`config.mk`:
```
export PLATFORM = sky130hd
export DESIGN_NAME = icap_unit
export DESIGN_NICKNAME = d
export VERILOG_FILES = /design/src/rtl/icap_pkg.sv /design/src/rtl/icap_rst_sync.sv /design/src/rtl/icap_sync_edge.sv /design/src/rtl/icap_qual.sv /design/src/rtl/icap_fifo.sv /design/src/rtl/icap_unit.sv
export SDC_FILE = /design/constraint.sdc
export NUM_CORES = 1
export LEC_CHECK = 0
export BUFFER_PORTS_ARGS = -buffer_cell sky130_fd_sc_hd__buf_2
export CAP_MARGIN = 25
export CELL_PAD_IN_SITES_DETAIL_PLACEMENT = 0
export CELL_PAD_IN_SITES_GLOBAL_PLACEMENT = 2
export CORE_ASPECT_RATIO = 2
export CORE_MARGIN = 5
export CORE_UTILIZATION = 42
export CTS_BUF_LIST = sky130_fd_sc_hd__clkbuf_4 sky130_fd_sc_hd__clkbuf_8
export DETAILED_ROUTE_END_ITERATION = 10
export PLACE_DENSITY = 0.78
export RECOVER_POWER = 50
export SYNTH_ARGS = -nofsm -noshare
export SYNTH_HDL_FRONTEND = slang
export SYNTH_SLANG_ARGS = --single-unit
```
`constraint.sdc`:
```
create_clock -name clk -period 1.8 [get_ports clk]
set_input_delay 0.09 -clock clk [delete_from_list [all_inputs] [get_ports clk]]
set_output_delay 0.09 -clock clk [all_outputs]
set_load 0.01 [all_outputs]
```
`src/rtl/icap_pkg.sv`:
```
package icap_pkg;
  typedef enum logic [2:0] {
    ICM_OFF    = 3'd0,
    ICM_BOTH   = 3'd1,
    ICM_FALL   = 3'd2,
    ICM_RISE   = 3'd3,
    ICM_RISE4  = 3'd4,
    ICM_RISE16 = 3'd5
  } icap_mode_e;
endpackage

```
`src/rtl/icap_rst_sync.sv`:
```
module icap_rst_sync #(
  parameter int STAGES = 2
) (
  input  logic clk,
  input  logic rst_n,
  output logic rst_sn_o
);
  logic [STAGES-1:0] chain_q;
  logic [STAGES-1:0] chain_d;

  always_comb chain_d = {chain_q[STAGES-2:0], 1'b1};

  always_ff @(posedge clk or negedge rst_n) begin
    if (!rst_n) chain_q <= '0;
    else        chain_q <= chain_d;
  end

  assign rst_sn_o = chain_q[STAGES-1];
endmodule

```
`src/rtl/icap_sync_edge.sv`:
```
module icap_sync_edge #(
  parameter int STAGES = 2
) (
  input  logic clk,
  input  logic rst_n,
  input  logic pin_i,
  output logic rise_o,
  output logic fall_o
);
  // sh_q[STAGES-1] is the synchronized level, sh_q[STAGES] its one-cycle delay
  logic [STAGES:0] sh_q;
  logic [STAGES:0] sh_d;

  always_comb sh_d = {sh_q[STAGES-1:0], pin_i};

  always_ff @(posedge clk or negedge rst_n) begin
    if (!rst_n) sh_q <= '0;
    else        sh_q <= sh_d;
  end

  assign rise_o = sh_q[STAGES-1] & ~sh_q[STAGES];
  assign fall_o = ~sh_q[STAGES-1] & sh_q[STAGES];
endmodule

```
`src/rtl/icap_qual.sv`:
```
module icap_qual
  import icap_pkg::*;
#(
  parameter int DIV_LO = 4,
  parameter int DIV_HI = 16
) (
  input  logic       clk,
  input  logic       rst_n,
  input  logic [2:0] mode_i,
  input  logic       rise_i,
  input  logic       fall_i,
  output logic       evt_o
);
  localparam int CW = $clog2(DIV_HI);

  icap_mode_e    mode_q;
  icap_mode_e    mode_cur;
  logic [CW-1:0] pcnt_q;
  logic [CW-1:0] pcnt_d;
  logic [CW-1:0] lim;
  logic          mode_chg;
  logic          presc;

  always_comb begin
    mode_cur = icap_mode_e'(mode_i);
    mode_chg = (mode_cur != mode_q);
    presc    = (mode_cur == ICM_RISE4) || (mode_cur == ICM_RISE16);
    lim      = (mode_cur == ICM_RISE4) ? CW'(DIV_LO - 1) : CW'(DIV_HI - 1);
    evt_o    = 1'b0;
    pcnt_d   = pcnt_q;
    case (mode_cur)
      ICM_BOTH: evt_o = rise_i | fall_i;
      ICM_FALL: evt_o = fall_i;
      ICM_RISE: evt_o = rise_i;
      default:  evt_o = 1'b0;
    endcase
    if (presc && rise_i && !mode_chg) begin
      if (pcnt_q == lim) begin
        evt_o  = 1'b1;
        pcnt_d = '0;
      end else begin
        pcnt_d = pcnt_q + CW'(1);
      end
    end
    if (mode_chg || !presc) pcnt_d = '0;
  end

  always_ff @(posedge clk or negedge rst_n) begin
    if (!rst_n) begin
      mode_q <= ICM_OFF;
      pcnt_q <= '0;
    end else begin
      mode_q <= mode_cur;
      pcnt_q <= pcnt_d;
    end
  end
endmodule

```
`src/rtl/icap_fifo.sv`:
```
module icap_fifo #(
  parameter int W     = 16,
  parameter int DEPTH = 4
) (
  input  logic                       clk,
  input  logic                       rst_n,
  input  logic                       push_i,
  input  logic [W-1:0]               data_i,
  input  logic                       pop_i,
  output logic [W-1:0]               head_o,
  output logic [$clog2(DEPTH+1)-1:0] count_o,
  output logic                       empty_o,
  output logic                       accept_o,
  output logic                       pop_o
);
  localparam int PW = $clog2(DEPTH);
  localparam int CW = $clog2(DEPTH + 1);

  logic [W-1:0]  mem [DEPTH];
  logic [PW-1:0] wp_q, wp_d, rp_q, rp_d;
  logic [CW-1:0] cnt_q, cnt_d;
  logic          full;

  function automatic logic [PW-1:0] ptr_inc(input logic [PW-1:0] p);
    return (p == PW'(DEPTH - 1)) ? '0 : p + PW'(1);
  endfunction

  always_comb begin
    full     = (cnt_q == CW'(DEPTH));
    empty_o  = (cnt_q == '0);
    pop_o    = pop_i && !empty_o;
    accept_o = push_i && (!full || pop_o);
    wp_d     = accept_o ? ptr_inc(wp_q) : wp_q;
    rp_d     = pop_o ? ptr_inc(rp_q) : rp_q;
    cnt_d    = cnt_q;
    if (accept_o && !pop_o)      cnt_d = cnt_q + CW'(1);
    else if (!accept_o && pop_o) cnt_d = cnt_q - CW'(1);
    head_o   = empty_o ? '0 : mem[rp_q];
    count_o  = cnt_q;
  end

  always_ff @(posedge clk or negedge rst_n) begin
    if (!rst_n) begin
      wp_q  <= '0;
      rp_q  <= '0;
      cnt_q <= '0;
    end else begin
      wp_q  <= wp_d;
      rp_q  <= rp_d;
      cnt_q <= cnt_d;
    end
  end

  always_ff @(posedge clk) begin
    if (accept_o) mem[wp_q] <= data_i;
  end
endmodule

```
`src/rtl/icap_unit.sv`:
```
module icap_unit #(
  parameter int TW          = 16,
  parameter int DEPTH       = 4,
  parameter int SYNC_STAGES = 2,
  parameter int DIV_LO      = 4,
  parameter int DIV_HI      = 16
) (
  input  logic                     clk,
  input  logic                     rst_n,
  input  logic                     pin_i,
  input  logic [TW-1:0]            tbase_a_i,
  input  logic [TW-1:0]            tbase_b_i,
  input  logic [2:0]               cfg_mode_i,
  input  logic                     cfg_tsel_i,
  input  logic [$clog2(DEPTH)-1:0] cfg_ithr_i,
  input  logic                     rd_i,
  input  logic                     ovf_clr_i,
  output logic [TW-1:0]            rd_data_o,
  output logic                     not_empty_o,
  output logic                     ovf_o,
  output logic                     irq_o,
  output logic                     evt_o
);
  localparam int CW = $clog2(DEPTH + 1);

  logic          rst_sn;
  logic          rise, fall, cap_evt;
  logic [TW-1:0] tsel_val;
  logic [CW-1:0] occ;
  logic          empty, accept, pop_eff;
  logic [CW-1:0] level;
  logic          ovf_q, ovf_d, irq_q, irq_d, evt_q, evt_d;

  icap_rst_sync #(.STAGES(2)) u_rst (
    .clk(clk), .rst_n(rst_n), .rst_sn_o(rst_sn)
  );

  icap_sync_edge #(.STAGES(SYNC_STAGES)) u_edge (
    .clk(clk), .rst_n(rst_sn), .pin_i(pin_i), .rise_o(rise), .fall_o(fall)
  );

  icap_qual #(.DIV_LO(DIV_LO), .DIV_HI(DIV_HI)) u_qual (
    .clk(clk), .rst_n(rst_sn), .mode_i(cfg_mode_i),
    .rise_i(rise), .fall_i(fall), .evt_o(cap_evt)
  );

  assign tsel_val = cfg_tsel_i ? tbase_b_i : tbase_a_i;

  icap_fifo #(.W(TW), .DEPTH(DEPTH)) u_fifo (
    .clk(clk), .rst_n(rst_sn), .push_i(cap_evt), .data_i(tsel_val),
    .pop_i(rd_i), .head_o(rd_data_o), .count_o(occ), .empty_o(empty),
    .accept_o(accept), .pop_o(pop_eff)
  );

  always_comb begin
    level = CW'(cfg_ithr_i) + CW'(1);
    ovf_d = ovf_q;
    if (ovf_clr_i)           ovf_d = 1'b0;
    if (cap_evt && !accept)  ovf_d = 1'b1;
    irq_d = accept && !pop_eff && ((occ + CW'(1)) == level);
    evt_d = cap_evt;
  end

  always_ff @(posedge clk or negedge rst_sn) begin
    if (!rst_sn) begin
      ovf_q <= 1'b0;
      irq_q <= 1'b0;
      evt_q <= 1'b0;
    end else begin
      ovf_q <= ovf_d;
      irq_q <= irq_d;
      evt_q <= evt_d;
    end
  end

  assign not_empty_o = !empty;
  assign ovf_o       = ovf_q;
  assign irq_o       = irq_q;
  assign evt_o       = evt_q;
endmodule

```
# Word-level counts from Yosys, hierarchy flattened
# Memories as Yosys holds them, arrays and structs flattened.
# Cells that the tools add are included.
[op_classes]
n_addsub = 6
eq_ne = 11
muxes = 17
n_bitwise = 5
reduce_logical = 21
[op_table]
columns = ["op", "count"]
rows = [
  ["$mux W16", 2],
  ["$mux W4", 4],
  ["$eq A3 B3 Y1 const B", 3],
  ["$logic_and A1 B1 Y1", 8],
  ["$eq A3 B2 Y1 const B", 2],
  ["$logic_not A1 Y1", 6],
  ["$mux W1", 6],
  ["$mux W3", 2],
  ["$reduce_bool A2 Y1", 3],
  ["$add A2 B1 Y2 const B", 2],
  ["$add A4 B1 Y4 const B", 1],
  ["$eq A2 B2 Y1 const B", 2],
  ["$eq A4 B4 Y1", 1],
  ["$mux W2", 2],
  ["$add A2 B1 Y3 const B", 1],
  ["$add A3 B1 Y3 const B", 1],
  ["$eq A3 B1 Y1 const B", 1],
  ["$eq A3 B3 Y1", 1],
  ["$logic_not A3 Y1", 1],
  ["$logic_or A1 B1 Y1", 3],
  ["$ne A3 B3 Y1", 1],
  ["$pmux W1 S3", 1],
  ["$sub A3 B1 Y3 const B", 1],
  ["$and A1 B1 Y1", 2],
  ["other kinds (2)", 3],
]
[totals]
regBits = 22
ramBits = 64
inputBits = 43
output_inout_bits = 20
wordCells = 71
mem_count = 1
[mem_list]
columns = ["name", "depth", "word_bits", "rd", "rd_clocked_by_memory_dff", "write_ports", "line", "text"]
rows = [
  ["u_fifo.mem", 4, 16, 1, 0, 1, "icap_fifo.sv:19", "logic [W-1:0] mem [DEPTH];"],
]

# Depth between registers and ports, before layout
# Gate-level depths: netlist (run 1).
[depth]
word_depth = 11
depth_mapped = 9
mapped_depth_nobuf = 9

# Cells and area by module
# From an unflattened synthesis (run 1), not the netlist that was laid out.
[hier_totals]
hier_cells = 216
area_unflattened_um2 = 3932.5
[by_module_without_submodules]
columns = ["mod", "n_inst", "cells_per_inst", "area_each_um2", "seq_area_each_um2"]
rows = [
  ["icap_fifo", 1, 138, 2981.6, 2097.0],
  ["icap_unit", 1, 32, 426.7, 75.1],
  ["icap_qual", 1, 38, 380.4, 175.2],
  ["icap_sync_edge", 1, 5, 90.1, 75.1],
  ["icap_rst_sync", 1, 3, 53.8, 50.0],
]

# Least setup slack after synthesis (run 1)
# Ideal clock, no wire load.
[synth_path]
kind = "flip-flop to flip-flop"
startpoint = "reg u_fifo.cnt_q[0] (netlist: u_fifo.count_o[0])"
endpoint = "mem u_fifo.mem[0][0], enable pin"
setup_ns = 0.374
arrival_time_ns = 1.744
required_time_ns = 1.426
slack_ns = -0.317
path_stages_with_launch = 7
n_path_buf = 0
period_less_slack_ns = 2.117
cell_sequence = "dfrtp_1 inv_1 ha_1 nand3b_1 or2b_1 o22ai_4 and2_1"
[synth_via]
elab_chain_len = 7
elab_cells_between_ends = 9
classes_between = "1 x eq/ne; 2 x mux; 6 x reduce/logical"
[synth_lines]
columns = ["item", "line", "text"]
rows = [
  ["start, declared", "icap_fifo.sv:21", "logic [CW-1:0] cnt_q, cnt_d;"],
  ["start signal, assigned", "icap_fifo.sv:50", "cnt_q <= cnt_d;"],
  ["$logic_not A3 Y1", "icap_fifo.sv:30", "empty_o = (cnt_q == '0);"],
  ["$logic_not A1 Y1", "icap_fifo.sv:31", "pop_o = pop_i && !empty_o;"],
  ["$logic_and A1 B1 Y1", "icap_fifo.sv:31", ""],
  ["$logic_or A1 B1 Y1 (*)", "icap_fifo.sv:32", "accept_o = push_i && (!full || pop_o);"],
  ["$logic_and A1 B1 Y1 (*)", "icap_fifo.sv:32", ""],
  ["named net accept", "icap_unit.sv:30", "logic empty, accept, pop_eff;"],
  ["$mux W1 (*)", "icap_fifo.sv:55", "if (accept_o) mem[wp_q] <= data_i;"],
  ["$mux W1 (not written as such) (*)", "icap_fifo.sv:55", ""],
  ["end, declared", "icap_fifo.sv:19", ""],
]
# The timed path passes the listed nets; every way through them passes the cells marked *.

# Worst setup path after layout (run 1)
[layout_path]
startpoint = "reg u_fifo.cnt_q[0] (netlist: u_fifo.count_o[0])"
endpoint = "reg u_fifo.cnt_q[2] (netlist: u_fifo.count_o[2])"
[layout_via]
elab_chain_len = 8
elab_cells_between_ends = 16
classes_between = "2 x add/sub; 1 x eq/ne; 2 x mux; 11 x reduce/logical"
[layout_lines]
columns = ["item", "line", "text"]
rows = [
  ["$logic_not A3 Y1", "icap_fifo.sv:30", ""],
  ["$logic_not A1 Y1", "icap_fifo.sv:31", ""],
  ["$logic_and A1 B1 Y1", "icap_fifo.sv:31", ""],
  ["$logic_or A1 B1 Y1 (*)", "icap_fifo.sv:32", ""],
  ["$logic_and A1 B1 Y1 (*)", "icap_fifo.sv:32", ""],
  ["named net accept", "icap_unit.sv:30", ""],
  ["$logic_not A1 Y1", "icap_fifo.sv:37", "else if (!accept_o && pop_o) cnt_d = cnt_q - CW'(1);"],
  ["$logic_and A1 B1 Y1", "icap_fifo.sv:37", ""],
  ["$reduce_bool A2 Y1 (no source line)", "-", ""],
]
# The timed path passes the listed nets; every way through them passes the cells marked *. The select of a mux whose other input is x is not followed.
# A chain may end at the register's enable or synchronous reset.

==> run_results.csv, run 1 <==
group,metric,value,unit
cts,clkLatencyLatePin,0.34,ns
logic_synthesis,synthSimpleGateAreaFrac,0.07538,
global_routing,grt_pass1_wl,11890,um
power_and_ir_drop,vdd_drop_max,0.8660,mV
cts,root_buffer,"clkbuf_8",
setup_path,cp-start-kind,"register",
setup_path,r2r_slack,-0.11,ns
setup_path,r2r_end,"u_fifo.count_o[2]",
hold_path,hold_path.class,"in2reg",
logic_synthesis,synthesis.area,0.003801,sq mm
cts,cts_tree,"built",
timing,hold_slack,0.03463,ns
outcome,violations,"negative setup slack",
finish,final_common_cell,"edfxtp_1",
setup_path,critPathTopFamily,"simple AND/OR/NAND/NOR gates",
finish,nNetsFinal,387,
finish,area_delta_synth_final,30.58,%
timing,max_freq,524.3,MHz
detailed_routing,drtAntennaViolNets,0,
cts,clkTransAtPathRegs,0.08,ns
setup_path,crit_path_end_kind,"register",
finish,layout-drive-gt1-share,0.5015,
cts,h-tree-depth,3,
power_and_ir_drop,power_leakage,1.965,nW
setup_path,worstPathArrival,2.14,ns
floorplan,dieArea,0.01117,sq mm
setup_path,cp.depth,10,
cts,cts_buffers,9,
setup_path,path_class,"reg2reg",
logic_synthesis,ys_seq_area_frac,0.6504,
timing,fin_crit_sh,1.060,
floorplan,core_area,0.008951,sq mm
setup_path,rr_worst_depth,10,
setup_path,max_stage_delay,0.37,ns
logic_synthesis,yosys_warnings,0,
setup_path,crit_required,2.03,ns
detailed_routing,dr.pass1.iters,4,
timing,post-route-min-period,1.907,ns
floorplan,die_h,144.5,um
setup_path,crit_path_start,"u_fifo.count_o[0]",
timing,drv_slew,0,
global_routing,gr-total-overflow,0,
timing,fin_ws,-0.1073,ns
logic_synthesis,ys_types,37,
logic_synthesis,muxShareOfSynthArea,0.1619,
floorplan,io_pins,63,
finish,diodes,0,
logic_synthesis,synth_fa_ha_area_frac,0.04608,
floorplan,rows,49,
setup_path,crit_slowest_cell,"dfrtp_1",
logic_synthesis,synth_xor_area_frac,0.01613,
finish,fin_area,0.004964,sq mm
logic_synthesis,synth_compound_area_frac,0.02864,
outcome,status,"complete, but fails checks",
placed_design,port_buffers,62,
timing,max-slew-margin-rel,0.2011,
logic_synthesis,synth_nets,284,
logic_synthesis,synthCells,227,
placed_design,dpl_worst_slack,-0.1756,ns
placed_design,hpwl,5083,um
finish,fillCellCount,749,
timing,tightest_slew,1.198,ns
floorplan,die_width,77.27,um
placed_design,placed_cell_area,0.004360,sq mm
detailed_routing,drt-wirelength-per-cell,17.47,um
detailed_routing,drc,0,
logic_synthesis,syn_avg_cell_area,16.75,sq um
setup_path,crit_buf_inv,2,
timing,fin_skew,0.004736,ns
detailed_routing,viasPerCell,5.034,
detailed_routing,vias,2200,
timing,rsz0062_at_grt,"true",
cts,clock-sinks,86,
setup_path,critPathCapture,"u_fifo.count_o[2]",
setup_path,worstPathCellList,"inv_2 -> ha_4 -> nand3b_1 -> or2b_1 -> o22ai_4 -> buf_12 -> ha_4 -> mux2i_1 -> nor2_1 -> xor2_1",
placed_design,gp_congestion,0.7572,
setup_path,r2r_start,"u_fifo.count_o[0]",
timing,setup_viol,85,
global_routing,antenna_found_initial,0,
finish,layout_common_cells,"64 x edfxtp_1, 45 x buf_2, 25 x buf_4",
global_routing,grt_max_degree,21,
cts,cts_buffer_depth,2,
setup_path,cp_max_fo,7,
detailed_routing,first_iter_violations,62,
logic_synthesis,synth_edf_count,64,
timing,hold_viol_final,0,
run,maxCapViolCount,0,
power_and_ir_drop,powerDensity,1362,mW/mm^2
logic_synthesis,synthArstFlopShare,0.2558,
setup_path,cpMostUsedCell,"ha_4",
logic_synthesis,ys.flop_type,"edfxtp_1",
detailed_routing,drt_wl_total,7636,um
floorplan,initial_utilization,0.4247,
logic_synthesis,synth_top_family_by_area,"multiplexers",
logic_synthesis,ys_seq_elements,86,
global_routing,grt_usage,0.1423,
global_routing,first_global_vias,2345,
## Yosys cell counts, types with 3 or more instances
cell type / instances / share of area
edfxtp_1: 64 / 0.51
ha_1: 14 / 0.046
inv_1: 11 / 0.011
a21oi_1: 4 / 0.0053
xnor2_1: 5 / 0.012
mux4_2: 16 / 0.095
dfrtp_1: 22 / 0.14
mux2_2: 17 / 0.050
nand2_1: 7 / 0.0069
nor2_1: 7 / 0.0069
and2_1: 21 / 0.035
nand2b_1: 3 / 0.0049
clkbuf_1: 3 / 0.0030
## worst register-to-register path, stage by stage, from the launching register on
cell	delay, ns
dfrtp_1	0.37
inv_2	0.06
ha_4	0.15
nand3b_1	0.12
or2b_1	0.27
o22ai_4	0.16
buf_12	0.15
ha_4	0.15
mux2i_1	0.18
nor2_1	0.06
xor2_1	0.13
## state kept, by name, indices dropped and copies added, names as in the netlist
| signal | flops |
|---|---|
| ovf_o | 1 |
| u_qual.mode_q | 3 |
| irq_o | 1 |
| u_fifo.rp_q | 2 |
| u_edge.sh_q | 3 |
| u_fifo.count_o | 3 |
| u_fifo.mem | 64 |
| evt_o | 1 |
| u_fifo.wp_q | 2 |
| u_qual.pcnt_q | 4 |
| u_rst.chain_q | 2 |
## worst min path at each step
| stage | startpoint | end | slack, ns | cells after the start |
|---|---|---|---|---|
| after floorplan | rst_n | u_rst.chain_q[0] | -0.21 | 0 |
| after global placement | rst_n | u_rst.chain_q[0] | -0.12 | 1 |
| after detailed placement | rst_n | u_rst.chain_q[1] | -0.12 | 1 |
| after CTS | rst_n | u_rst.chain_q[1] | 0.03 | 2 |
| after global routing | cfg_ithr_i[0] | irq_o | 0.04 | 4 |
| final | cfg_ithr_i[0] | irq_o | 0.03 | 4 |
## cell type report
cell class | count | area, sq um | area share
Clock buffer | 11 | 138.9 | 0.02798
Inverter | 11 | 41.29 | 0.008319
Tap cell | 102 | 127.6 | 0.02571
Sequential cell | 86 | 2475 | 0.4986
Multi-Input combinational cell | 123 | 1368 | 0.2755
Clock inverter | 5 | 73.82 | 0.01487
Timing Repair Buffer | 99 | 739.5 | 0.1490
## layer usage
metal / routed length (um) / vias to the layer above / GRT usage
met4: 149 / 0 / 0.05888
li1: - / 1052 / -
met1: 2727 / 1092 / 0.1427
met3: 333 / 9 / 0.03803
met2: 4426 / 47 / 0.2711
met5: 0 / - / 0
## kinds of logic (layout without fill, tap and decap cells)
group                    after synthesis  in the layout
buffers and inverters                 18            126
multiplexers                          38             38
adder cells (fa/ha/maj)               14             14
flip-flops                            86             86
AO/OA/AOI/OAI                         14             14
other                                  1              1
XOR/XNOR                               7              7
AND/OR/NAND/NOR                       49             49
## through the flow
stage	util	TNS, ns	power, mW	cells
after floorplan	-	-3.287	3.833	227
after global placement	0.4871	-9.063	4.548	400
after detailed placement	0.4871	-9.829	4.582	400
after CTS	0.5333	-6.507	6.330	430
after global routing	0.5545	-14.17	7.140	437
final	0.5545	-7.141	6.758	437
## power by group
part,internal (mW),leakage [nW],switching (mW)
Sequential,2.34,0.850,0.194
Combinational,1.70,1.00,1.07
Clock,0.804,0.112,0.644
Total,4.85,1.97,1.91
## what timing repair did
| item | in CTS | in global routing |
|---|---|---|
| endpoints found under the hold margin | 7 | 0 |
| endpoints found under the setup margin | 83 | 86 |
| buffers inserted | 8 | 4 |
| hold buffers | 6 | 0 |
| pin swaps | 9 | 8 |
| resized for setup | 14 | 27 |
| cloned | 0 | 3 |
Power figures use the tool's default switching activity.
==> inputs of run 2 (changes only) <==
--- a/config.mk
+++ b/config.mk
@@ -16,6 +16,7 @@
 export DETAILED_ROUTE_END_ITERATION = 10
 export PLACE_DENSITY = 0.78
 export RECOVER_POWER = 50
+export SKIP_CTS_REPAIR_TIMING = 1
 export SYNTH_ARGS = -nofsm -noshare
 export SYNTH_HDL_FRONTEND = slang
 export SYNTH_SLANG_ARGS = --single-unit
==> run 2 against run 1 <==
First-iteration DRC count decreased by 31%; via count decreased by 0.50%; highest routed layer unchanged; sequential share of layout area increased by 0.88 points; global-route usage decreased by 0.39 points; the flow still finishes with violations (negative setup slack); worst setup slack got worse by 0.013 ns; cell area decreased by 1.7%; sequential power about the same; clock skew increased by 0.0013 ns; utilization decreased by 0.96 points; die area unchanged; fmax decreased by 0.68%.
==> run_results.csv, run 2 (synthesis results as in run 1) <==
group,metric,value,unit
power_and_ir_drop,power_leakage,1.927,nW
floorplan,die_width,77.27,um
outcome,violations,"negative setup slack",
setup_path,critPathTopFamily,"multiplexers",
setup_path,max_stage_delay,0.51,ns
power_and_ir_drop,vdd_drop_max,0.8656,mV
finish,multiInputGateArea,0.001344,sq mm
timing,fin_skew,0.005994,ns
finish,fillCellCount,756,
setup_path,crit_slowest_cell,"mux4_2",
cts,cts_tree,"built",
detailed_routing,drt_wl_total,7723,um
finish,area_delta_synth_final,28.31,%
setup_path,crit_buf_inv,2,
cts,cts_buffers,9,
setup_path,path_class,"reg2out",
detailed_routing,drt-wirelength-per-cell,17.96,um
cts,cts_buffer_depth,2,
detailed_routing,dr.pass1.iters,4,
floorplan,die_h,144.5,um
detailed_routing,drc,0,
finish,seq_area,0.002475,sq mm
power_and_ir_drop,total_power,6.620,mW
global_routing,grt_usage,0.1384,
detailed_routing,viasPerCell,5.091,
detailed_routing,drtAntennaViolNets,0,
hold_path,hp-start,"cfg_mode_i[0]",
finish,largest-register,"u_fifo.mem",
global_routing,antenna_found_initial,0,
setup_path,r2r_end,"u_fifo.mem[3][11]",
timing,drv_slew,0,
timing,setup_viol,82,
placed_design,placed_cell_area,0.004360,sq mm
finish,diodes,0,
power_and_ir_drop,powerDensity,1357,mW/mm^2
timing,fin_crit_sh,1.067,
placed_design,port_buffers,62,
outcome,status,"complete, but fails checks",
setup_path,worstPathArrival,1.83,ns
setup_path,worstPathCellList,"clkbuf_16 -> mux4_2 -> and2_4 -> buf_6",
cts,h-tree-depth,3,
floorplan,io_pins,63,
detailed_routing,first_iter_violations,43,
global_routing,first_global_vias,2290,
setup_path,crit_path_end_kind,"output pin",
finish,fin_area,0.004877,sq mm
setup_path,r2r_slack,-0.10,ns
timing,post-route-min-period,1.920,ns
global_routing,grt_pass1_wl,11540,um
finish,layout_common_cells,"64 x edfxtp_1, 45 x buf_2, 20 x dfrtp_1",
floorplan,dieArea,0.01117,sq mm
finish,largest_register_ffs,64,
timing,max-slew-margin-rel,0.2184,
global_routing,grt_max_degree,21,
floorplan,core_area,0.008951,sq mm
run,maxCapViolCount,0,
finish,reg.largest.list,"u_fifo.mem: 64 flops, u_qual.pcnt_q: 4 flops",
finish,final_common_cell,"edfxtp_1",
cts,root_buffer,"clkbuf_8",
finish,nNetsFinal,380,
finish,layout-drive-gt1-share,0.4756,
placed_design,hpwl,5083,um
timing,rsz0062_at_grt,"true",
floorplan,initial_utilization,0.4247,
setup_path,rr_worst_depth,8,
hold_path,hold-path-endpoint,"u_qual.mode_q[0]",
setup_path,cp.depth,4,
timing,max_freq,520.7,MHz
timing,fin_ws,-0.1204,ns
timing,hold_viol_final,0,
hold_path,hold_path.class,"in2reg",
setup_path,cp-start-kind,"register",
global_routing,gr-total-overflow,0,
placed_design,gp_congestion,0.7572,
setup_path,crit_required,1.71,ns
cts,clkTransAtPathRegs,0.08,ns
timing,tightest_slew,1.172,ns
cts,clock-sinks,86,
setup_path,r2r_start,"u_edge.sh_q[2]",
floorplan,rows,49,
detailed_routing,vias,2189,
cts,clkLatencyLatePin,0.35,ns
setup_path,cp_max_fo,5,
hold_path,hold_depth,2,
==> run 2: cell types whose count changed in the layout (fill, tap and decap cells not counted), moves of 2 or more <==
cell,delta
inv_1,+3
inv_2,-3
ha_2,+2
ha_4,-2
buf_4,-7
==> run 2: layer usage <==
metal	share of wire	track usage
met5	0	0
met4	0.024	0.06159
met3	0.042	0.03803
met2	0.57	0.2600
met1	0.36	0.1395
==> run 2: layout make-up <==
| cell class | count | share of cell area |
|---|---|---|
| clock inverters | 5 | 0.01514 |
| clock buffers | 11 | 0.02848 |
| multi-input cells | 124 | 0.2755 |
| flip-flops and latches | 86 | 0.5074 |
| well taps | 102 | 0.02617 |
| inverters | 11 | 0.008466 |
| repair buffers | 91 | 0.1388 |
==> run 2: worst reg2reg max path, stage by stage (launching register included) <==
cell	delay, ns
dfrtp_1	0.39
inv_1	0.06
ha_2	0.17
and2_4	0.14
nand4_1	0.12
o22ai_4	0.23
buf_12	0.15
buf_4	0.13
and2_4	0.22
==> run 2: report_power, final <==
part / leakage, nW / internal [mW] / total [mW] / switching (mW)
combinational: 0.965 / 1.60 / 2.63 / 1.03
sequential: 0.850 / 2.34 / 2.54 / 0.193
clock: 0.112 / 0.804 / 1.45 / 0.648
total: 1.93 / 4.75 / 6.62 / 1.87
==> run 2: how the worst max path moves through the flow <==
stage	from	to	slack, ns
finish	u_fifo.rp_q[0]	rd_data_o[6]	-0.12
detailed placement	u_edge.sh_q[1]	u_fifo.count_o[0]	-0.18
global route	u_edge.sh_q[2]	u_fifo.count_o[2]	-0.25
global placement	u_fifo.count_o[0]	u_fifo.mem[1][0]	-0.14
floorplan	u_fifo.count_o[0]	u_fifo.count_o[2]	-0.1
CTS	u_fifo.rp_q[1]	rd_data_o[13]	-0.30
==> run 2: metrics by stage <==
| step | utilization | std cells | TNS [ns] | hold WS [ns] | setup slack (ns) |
|---|---|---|---|---|---|
| 2_1_floorplan | - | 227 | -3.287 | -0.2056 | -0.09624 |
| 3_3_place_gp | 0.4871 | 400 | -9.063 | -0.1242 | -0.1441 |
| 3_5_place_dp | 0.4871 | 400 | -9.829 | -0.1230 | -0.1756 |
| 4_1_cts | 0.5109 | 416 | -16.31 | -0.5146 | -0.3019 |
| 5_1_grt | 0.5449 | 430 | -15.18 | 0.01597 | -0.2466 |
| 6_report | 0.5449 | 430 | -6.535 | 0.02367 | -0.1204 |
